===== src/rtl/lcd_bringup_seq.sv =====
module lcd_bringup_seq #(
  parameter int MS_TICKS   = 50000,
  parameter int MAX_PARAMS = 15
) (
  input  logic       clk,
  input  logic       rst_n,
  input  logic       start,
  input  logic       pwr_req,
  input  logic       pwr_on,
  input  logic       tx_ready,
  output logic       tx_valid,
  output logic [7:0] tx_data,
  output logic       tx_dc,
  output logic       lcd_rst_n,
  output logic       done
);
  localparam int TBL_LEN = 45;
  localparam int PW = $clog2(TBL_LEN + 1);
  localparam int CW = $clog2(MAX_PARAMS + 1);
  localparam int TW = $clog2(5 * MS_TICKS);
  localparam logic [TW-1:0] MS_END  = TW'(MS_TICKS - 1);
  localparam logic [TW-1:0] SET_END = TW'(5 * MS_TICKS - 1);
  localparam logic [PW-1:0] LAST    = PW'(TBL_LEN - 1);

  typedef enum logic [3:0] {
    S_IDLE, S_RLO, S_RHI, S_LOAD, S_OP, S_PAR, S_SETTLE, S_DISPON, S_PWR
  } state_t;

  state_t        st;
  logic [TW-1:0] tmr;
  logic [PW-1:0] ptr;
  logic [CW-1:0] cnt;
  logic          pwr_sel;

  function automatic logic [7:0] rom_byte(input logic [PW-1:0] i);
    case (i)
      6'd0:  rom_byte = 8'd1;   6'd1:  rom_byte = 8'hC0; 6'd2:  rom_byte = 8'h26;
      6'd3:  rom_byte = 8'd1;   6'd4:  rom_byte = 8'h36; 6'd5:  rom_byte = 8'h28;
      6'd6:  rom_byte = 8'd1;   6'd7:  rom_byte = 8'h3A; 6'd8:  rom_byte = 8'h55;
      6'd9:  rom_byte = 8'd15;  6'd10: rom_byte = 8'hE0;
      6'd11: rom_byte = 8'h0F;  6'd12: rom_byte = 8'h31; 6'd13: rom_byte = 8'h2B;
      6'd14: rom_byte = 8'h0C;  6'd15: rom_byte = 8'h0E; 6'd16: rom_byte = 8'h08;
      6'd17: rom_byte = 8'h4E;  6'd18: rom_byte = 8'hF1; 6'd19: rom_byte = 8'h37;
      6'd20: rom_byte = 8'h07;  6'd21: rom_byte = 8'h10; 6'd22: rom_byte = 8'h03;
      6'd23: rom_byte = 8'h0E;  6'd24: rom_byte = 8'h09; 6'd25: rom_byte = 8'h00;
      6'd26: rom_byte = 8'd15;  6'd27: rom_byte = 8'hE1;
      6'd28: rom_byte = 8'h00;  6'd29: rom_byte = 8'h0E; 6'd30: rom_byte = 8'h14;
      6'd31: rom_byte = 8'h03;  6'd32: rom_byte = 8'h11; 6'd33: rom_byte = 8'h07;
      6'd34: rom_byte = 8'h31;  6'd35: rom_byte = 8'hC1; 6'd36: rom_byte = 8'h48;
      6'd37: rom_byte = 8'h08;  6'd38: rom_byte = 8'h0F; 6'd39: rom_byte = 8'h0C;
      6'd40: rom_byte = 8'h31;  6'd41: rom_byte = 8'h36; 6'd42: rom_byte = 8'h0F;
      6'd43: rom_byte = 8'd0;   6'd44: rom_byte = 8'h11;
      default: rom_byte = 8'h00;
    endcase
  endfunction

  assign tx_valid = (st == S_OP) || (st == S_PAR) || (st == S_DISPON) || (st == S_PWR);
  assign tx_dc    = (st == S_PAR);

  always_comb begin
    case (st)
      S_OP, S_PAR: tx_data = rom_byte(ptr);
      S_DISPON:    tx_data = 8'h29;
      S_PWR:       tx_data = pwr_sel ? 8'h11 : 8'h10;
      default:     tx_data = 8'h00;
    endcase
  end

  always_ff @(posedge clk) begin
    if (!rst_n) begin
      st        <= S_IDLE;
      tmr       <= '0;
      ptr       <= '0;
      cnt       <= '0;
      pwr_sel   <= 1'b0;
      lcd_rst_n <= 1'b1;
      done      <= 1'b0;
    end else begin
      case (st)
        S_IDLE: begin
          if (start) begin
            st        <= S_RLO;
            tmr       <= '0;
            ptr       <= '0;
            lcd_rst_n <= 1'b0;
            done      <= 1'b0;
          end else if (pwr_req) begin
            st      <= S_PWR;
            pwr_sel <= pwr_on;
          end
        end
        S_RLO: begin
          if (tmr == MS_END) begin
            st        <= S_RHI;
            tmr       <= '0;
            lcd_rst_n <= 1'b1;
          end else tmr <= tmr + 1'b1;
        end
        S_RHI: begin
          if (tmr == MS_END) st <= S_LOAD;
          else tmr <= tmr + 1'b1;
        end
        S_LOAD: begin
          cnt <= CW'(rom_byte(ptr));
          ptr <= ptr + 1'b1;
          st  <= S_OP;
        end
        S_OP: begin
          if (tx_ready) begin
            ptr <= ptr + 1'b1;
            if (ptr == LAST) begin
              st  <= S_SETTLE;
              tmr <= '0;
            end else if (cnt == '0) st <= S_LOAD;
            else st <= S_PAR;
          end
        end
        S_PAR: begin
          if (tx_ready) begin
            ptr <= ptr + 1'b1;
            cnt <= cnt - 1'b1;
            if (ptr == LAST) begin
              st  <= S_SETTLE;
              tmr <= '0;
            end else if (cnt == CW'(1)) st <= S_LOAD;
          end
        end
        S_SETTLE: begin
          if (tmr == SET_END) st <= S_DISPON;
          else tmr <= tmr + 1'b1;
        end
        S_DISPON: begin
          if (tx_ready) begin
            st   <= S_IDLE;
            done <= 1'b1;
          end
        end
        S_PWR: if (tx_ready) st <= S_IDLE;
        default: st <= S_IDLE;
      endcase
    end
  end
endmodule



===== config.mk =====
export PLATFORM = sky130hd
export DESIGN_NAME = lcd_bringup_seq
export DESIGN_NICKNAME = d
export VERILOG_FILES = /design/src/rtl/lcd_bringup_seq.sv
export SDC_FILE = /design/constraint.sdc
export NUM_CORES = 1
export LEC_CHECK = 0
export ABC_AREA = 1
export BUFFER_PORTS_ARGS = -buffer_cell sky130_fd_sc_hd__buf_4
export CAP_MARGIN = 10
export CORE_MARGIN = 2
export CORE_UTILIZATION = 60
export CTS_BUF_LIST = sky130_fd_sc_hd__clkbuf_8 sky130_fd_sc_hd__clkbuf_16
export DETAILED_ROUTE_END_ITERATION = 8
export GPL_TIMING_DRIVEN = 1
export PLACE_DENSITY = 0.83
export SYNTH_ARGS = -nofsm -noshare
export SYNTH_HDL_FRONTEND = slang
export SYNTH_SLANG_ARGS = --single-unit

===== constraint.sdc =====
create_clock -name clk -period 2.5 [get_ports clk]
set_input_delay 0.25 -clock clk [delete_from_list [all_inputs] [get_ports clk]]
set_output_delay 0.25 -clock clk [all_outputs]
set_load 0.02 [all_outputs]

==> impl_metrics.csv <==
group,metric,value,unit
synthesis,syn_area_per_cell,6.39,sq um
route,viasPerCell,5.84,
floorplanning,dieArea,6420,sq um
global_routing,grt_max_degree,18,
synthesis,syn_inst,544,
synthesis,synth_top_flop_cell,"dfxtp_1",
critical_path,worstPathArrival,2.60,ns
global_routing,antenna_found_initial,0,
global_routing,grt_pass1_vias,3406,
global_routing,grt_use_total,0.309,
timing,min_period_over_period,0.937,
critical_path,path_cells,"nor2_4 > nand3_2 > nand2_4 > inv_2 > nand3_1 > nand3_2 > inv_1 > ha_1 > nand3_1 > nand2_1 > nand2_1 > nand2_1 > nand2_1 > nand2_1 > nand2_1 > nand2_1",
critical_path,path_max_fanout,8,
run,maxCapViolCount,0,
run_status,outcome,"finished clean",
floorplanning,fp.dieH,80.1,um
synthesis,synth_edf_count,0,
route,vias,3727,
floorplanning,initial_core_util,0.628,
power,p_leak,1.72,nW
critical_path,cp_top_family,"simple AND/OR/NAND/NOR gates",
critical_path,crit_buf_inv,2,
global_routing,grt_first_pass_wirelength,15600,um
cells_and_area,drive_gt1_frac,0.157,
cts,clk_pin_slew,0.09,ns
timing,finalSetupTns,0,ns
floorplanning,die_x,80.1,um
global_routing,grt-ovfl-total,0,
route,postRouteAntennaNets,0,
placed_design,place_hpwl,7310,um
synthesis,synth_area,3480,sq um
cts,cts_buffers,5,
synthesis,yosysSeqAreaShare,0.248,
power,p_per_area,1000,nW/um^2
placed_design,io_buffers,17,
cells_and_area,fillers,524,
floorplanning,ios,18,
synthesis,synthAdderAreaFrac,0.0468,
route,first_pass_iters,5,
timing,fin_crit,2.34,ns
cells_and_area,diodes,0,
synthesis,synth_xor_area_frac,0.0403,
route,drt_iter0_drc,266,
timing,worst_pin_slew,0.399,ns
synthesis,ys_async_sr_fraction,0,
cells_and_area,layout_common_cells,"157 x nand2_1, 53 x inv_1, 52 x nand3_1",
cells_and_area,layout_commonest_cell,"nand2_1",
timing,slew_viol_final,0,
critical_path,cp_slowest_cell,"dfxtp_2",
cells_and_area,utilization,0.686,
route,drc,0,
cts,clk_path_buf_depth,2,
critical_path,path_class,"reg -> reg",
worst_hold_path,hold_path.class,"in -> reg",
route,wl,9530,um
critical_path,cp-end-kind,"flop",
power,ir_drop,0.565,mV
floorplanning,core_area,5540,sq um
synthesis,synth_compound_area_frac,0.127,
critical_path,reg2reg_from,"st[3]$_SDFFE_PN0P_",
synthesis,synth_nets,563,
timing,finalHoldViolations,0,
cells_and_area,syn_to_final_growth,9.36,%
timing,finalSetupViolations,0,
synthesis,yosys.area_share.simple,0.443,
synthesis,synth_top_family_by_area,"simple AND/OR/NAND/NOR gates",
cts,htree_levels,2,
timing,skew,0.00608,ns
synthesis,ys_ff_latch,43,
route,wl_per_cell,14.9,um
cts,cts_sinks,43,
synthesis,yosysWarnings,0,
timing,rsz0062_at_grt,"false",
floorplanning,rows,27,
critical_path,cp-startpoint,"st[3]$_SDFFE_PN0P_",
critical_path,cpMostUsedCell,"nand2_1",
critical_path,cp.required,2.76,ns
synthesis,synthMuxAreaShare,0,
cts,hold_buffers,0,
cts,clk_latency,0.31,ns
cts,cts-root-buf,"clkbuf_8",
worst_hold_path,holdCritStartpoint,"tx_ready",
cts,cts_tree,"yes",
timing,slew_headroom,0.731,
cells_and_area,nets,584,
placed_design,gp_congestion,0.973,
critical_path,critPathLaunchType,"flop",
critical_path,slowest_delay,0.38,ns
synthesis,synth_cell_type_count,44,
timing,timing.fmax,427,MHz
[worst min-delay path: stages]
cell and delay (ns):
buf_4 0.11, nand2_1 0.06, a21oi_1 0.05
[worst paths after layout]
| path | to | slack, ns | cells after the start |
|---|---|---|---|
| min reg2reg | pwr_sel$_SDFFE_PN0P_ | 0.45 | 2 |
| max reg2reg | flop | 0.16 | 16 |
| min | done$_SDFFE_PN0P_ | 0.21 | 3 |
| max | flop | 0.16 | 16 |
[synthesized netlist by cell type, types with 2 or more instances]
master / instances / area [sq um]
nand2_1: 157 / 589
inv_1: 53 / 199
nand3_1: 52 / 260
dfxtp_1: 43 / 861
nor2_1: 42 / 158
a21oi_1: 30 / 150
o21ai_0: 25 / 125
nor3_1: 15 / 75.1
xor2_1: 15 / 131
ha_1: 13 / 163
inv_2: 10 / 37.5
nand3_2: 9 / 90.1
nand2_2: 8 / 50.1
nand4_1: 8 / 50.1
nor4_1: 5 / 31.3
a31oi_1: 4 / 25.0
clkbuf_1: 4 / 15.0
nand3_4: 4 / 70.1
nor2_2: 4 / 25.0
nor2_4: 4 / 45.0
o21ai_1: 4 / 20.0
buf_6: 3 / 33.8
o21ai_2: 3 / 26.3
buf_4: 2 / 15.0
clkinv_1: 2 / 7.51
nand2_4: 2 / 22.5
nor3_2: 2 / 20.0
nor3b_1: 2 / 15.0
o211ai_1: 2 / 15.0
o21bai_1: 2 / 15.0
or2_2: 2 / 12.5
[what timing repair did]
| item | CTS | global route |
|---|---|---|
| endpoints found under the setup margin | 0 | 7 |
| resized for setup | 0 | 4 |
| buffers inserted | 0 | 1 |
[where the power goes]
| group | internal (mW) | switching [mW] | total (mW) |
|---|---|---|---|
| Sequential | 0.812 | 0.116 | 0.928 |
| Combinational | 0.749 | 1.59 | 2.33 |
| Clock | 0.298 | 0.259 | 0.556 |
| Total | 1.86 | 1.96 | 3.82 |
[per-stage QoR]
step                      hold slack, ns  std cells  setup slack, ns  instance area [sq um]  power [mW]
final                              0.215        638            0.157                   3800        3.82
after global routing               0.231        638          0.00148                   3800        4.14
after CTS                          0.216        637            0.140                   3780        3.75
after detailed placement           0.444        629            0.163                   3670        3.18
after global placement             0.433        629            0.232                   3670        3.15
after floorplan                    0.397        544            0.396                   3480        2.69
[cells by family (layout without fill, tap and decap cells)]
| family | count (synthesis) | in the layout |
|---|---|---|
| simple gates | 318 | 318 |
| compound gates | 77 | 77 |
| buf+inv | 77 | 99 |
| flops | 43 | 43 |
| xor+xnor | 16 | 16 |
| fa+ha+maj | 13 | 13 |
[layout make-up]
| cell class | instances | area (sq um) | area share |
|---|---|---|---|
| Clock inverter | 3 | 43.8 | 0.0115 |
| Sequential cell | 43 | 865 | 0.227 |
| Inverter | 65 | 244 | 0.0642 |
| Timing Repair Buffer | 26 | 195 | 0.0513 |
| Multi-Input combinational cell | 424 | 2300 | 0.604 |
| Tap cell | 72 | 90.1 | 0.0237 |
| Clock buffer | 5 | 68.8 | 0.0181 |
[metal layers]
metal	wire length, um	up-vias	global-route usage
li1	-	1827	-
met2	4690	168	0.551
met1	3990	1701	0.369
met5	0	-	0
met3	505	31	0.0371
met4	339	0	0.139
Power figures use the tool's default switching activity.
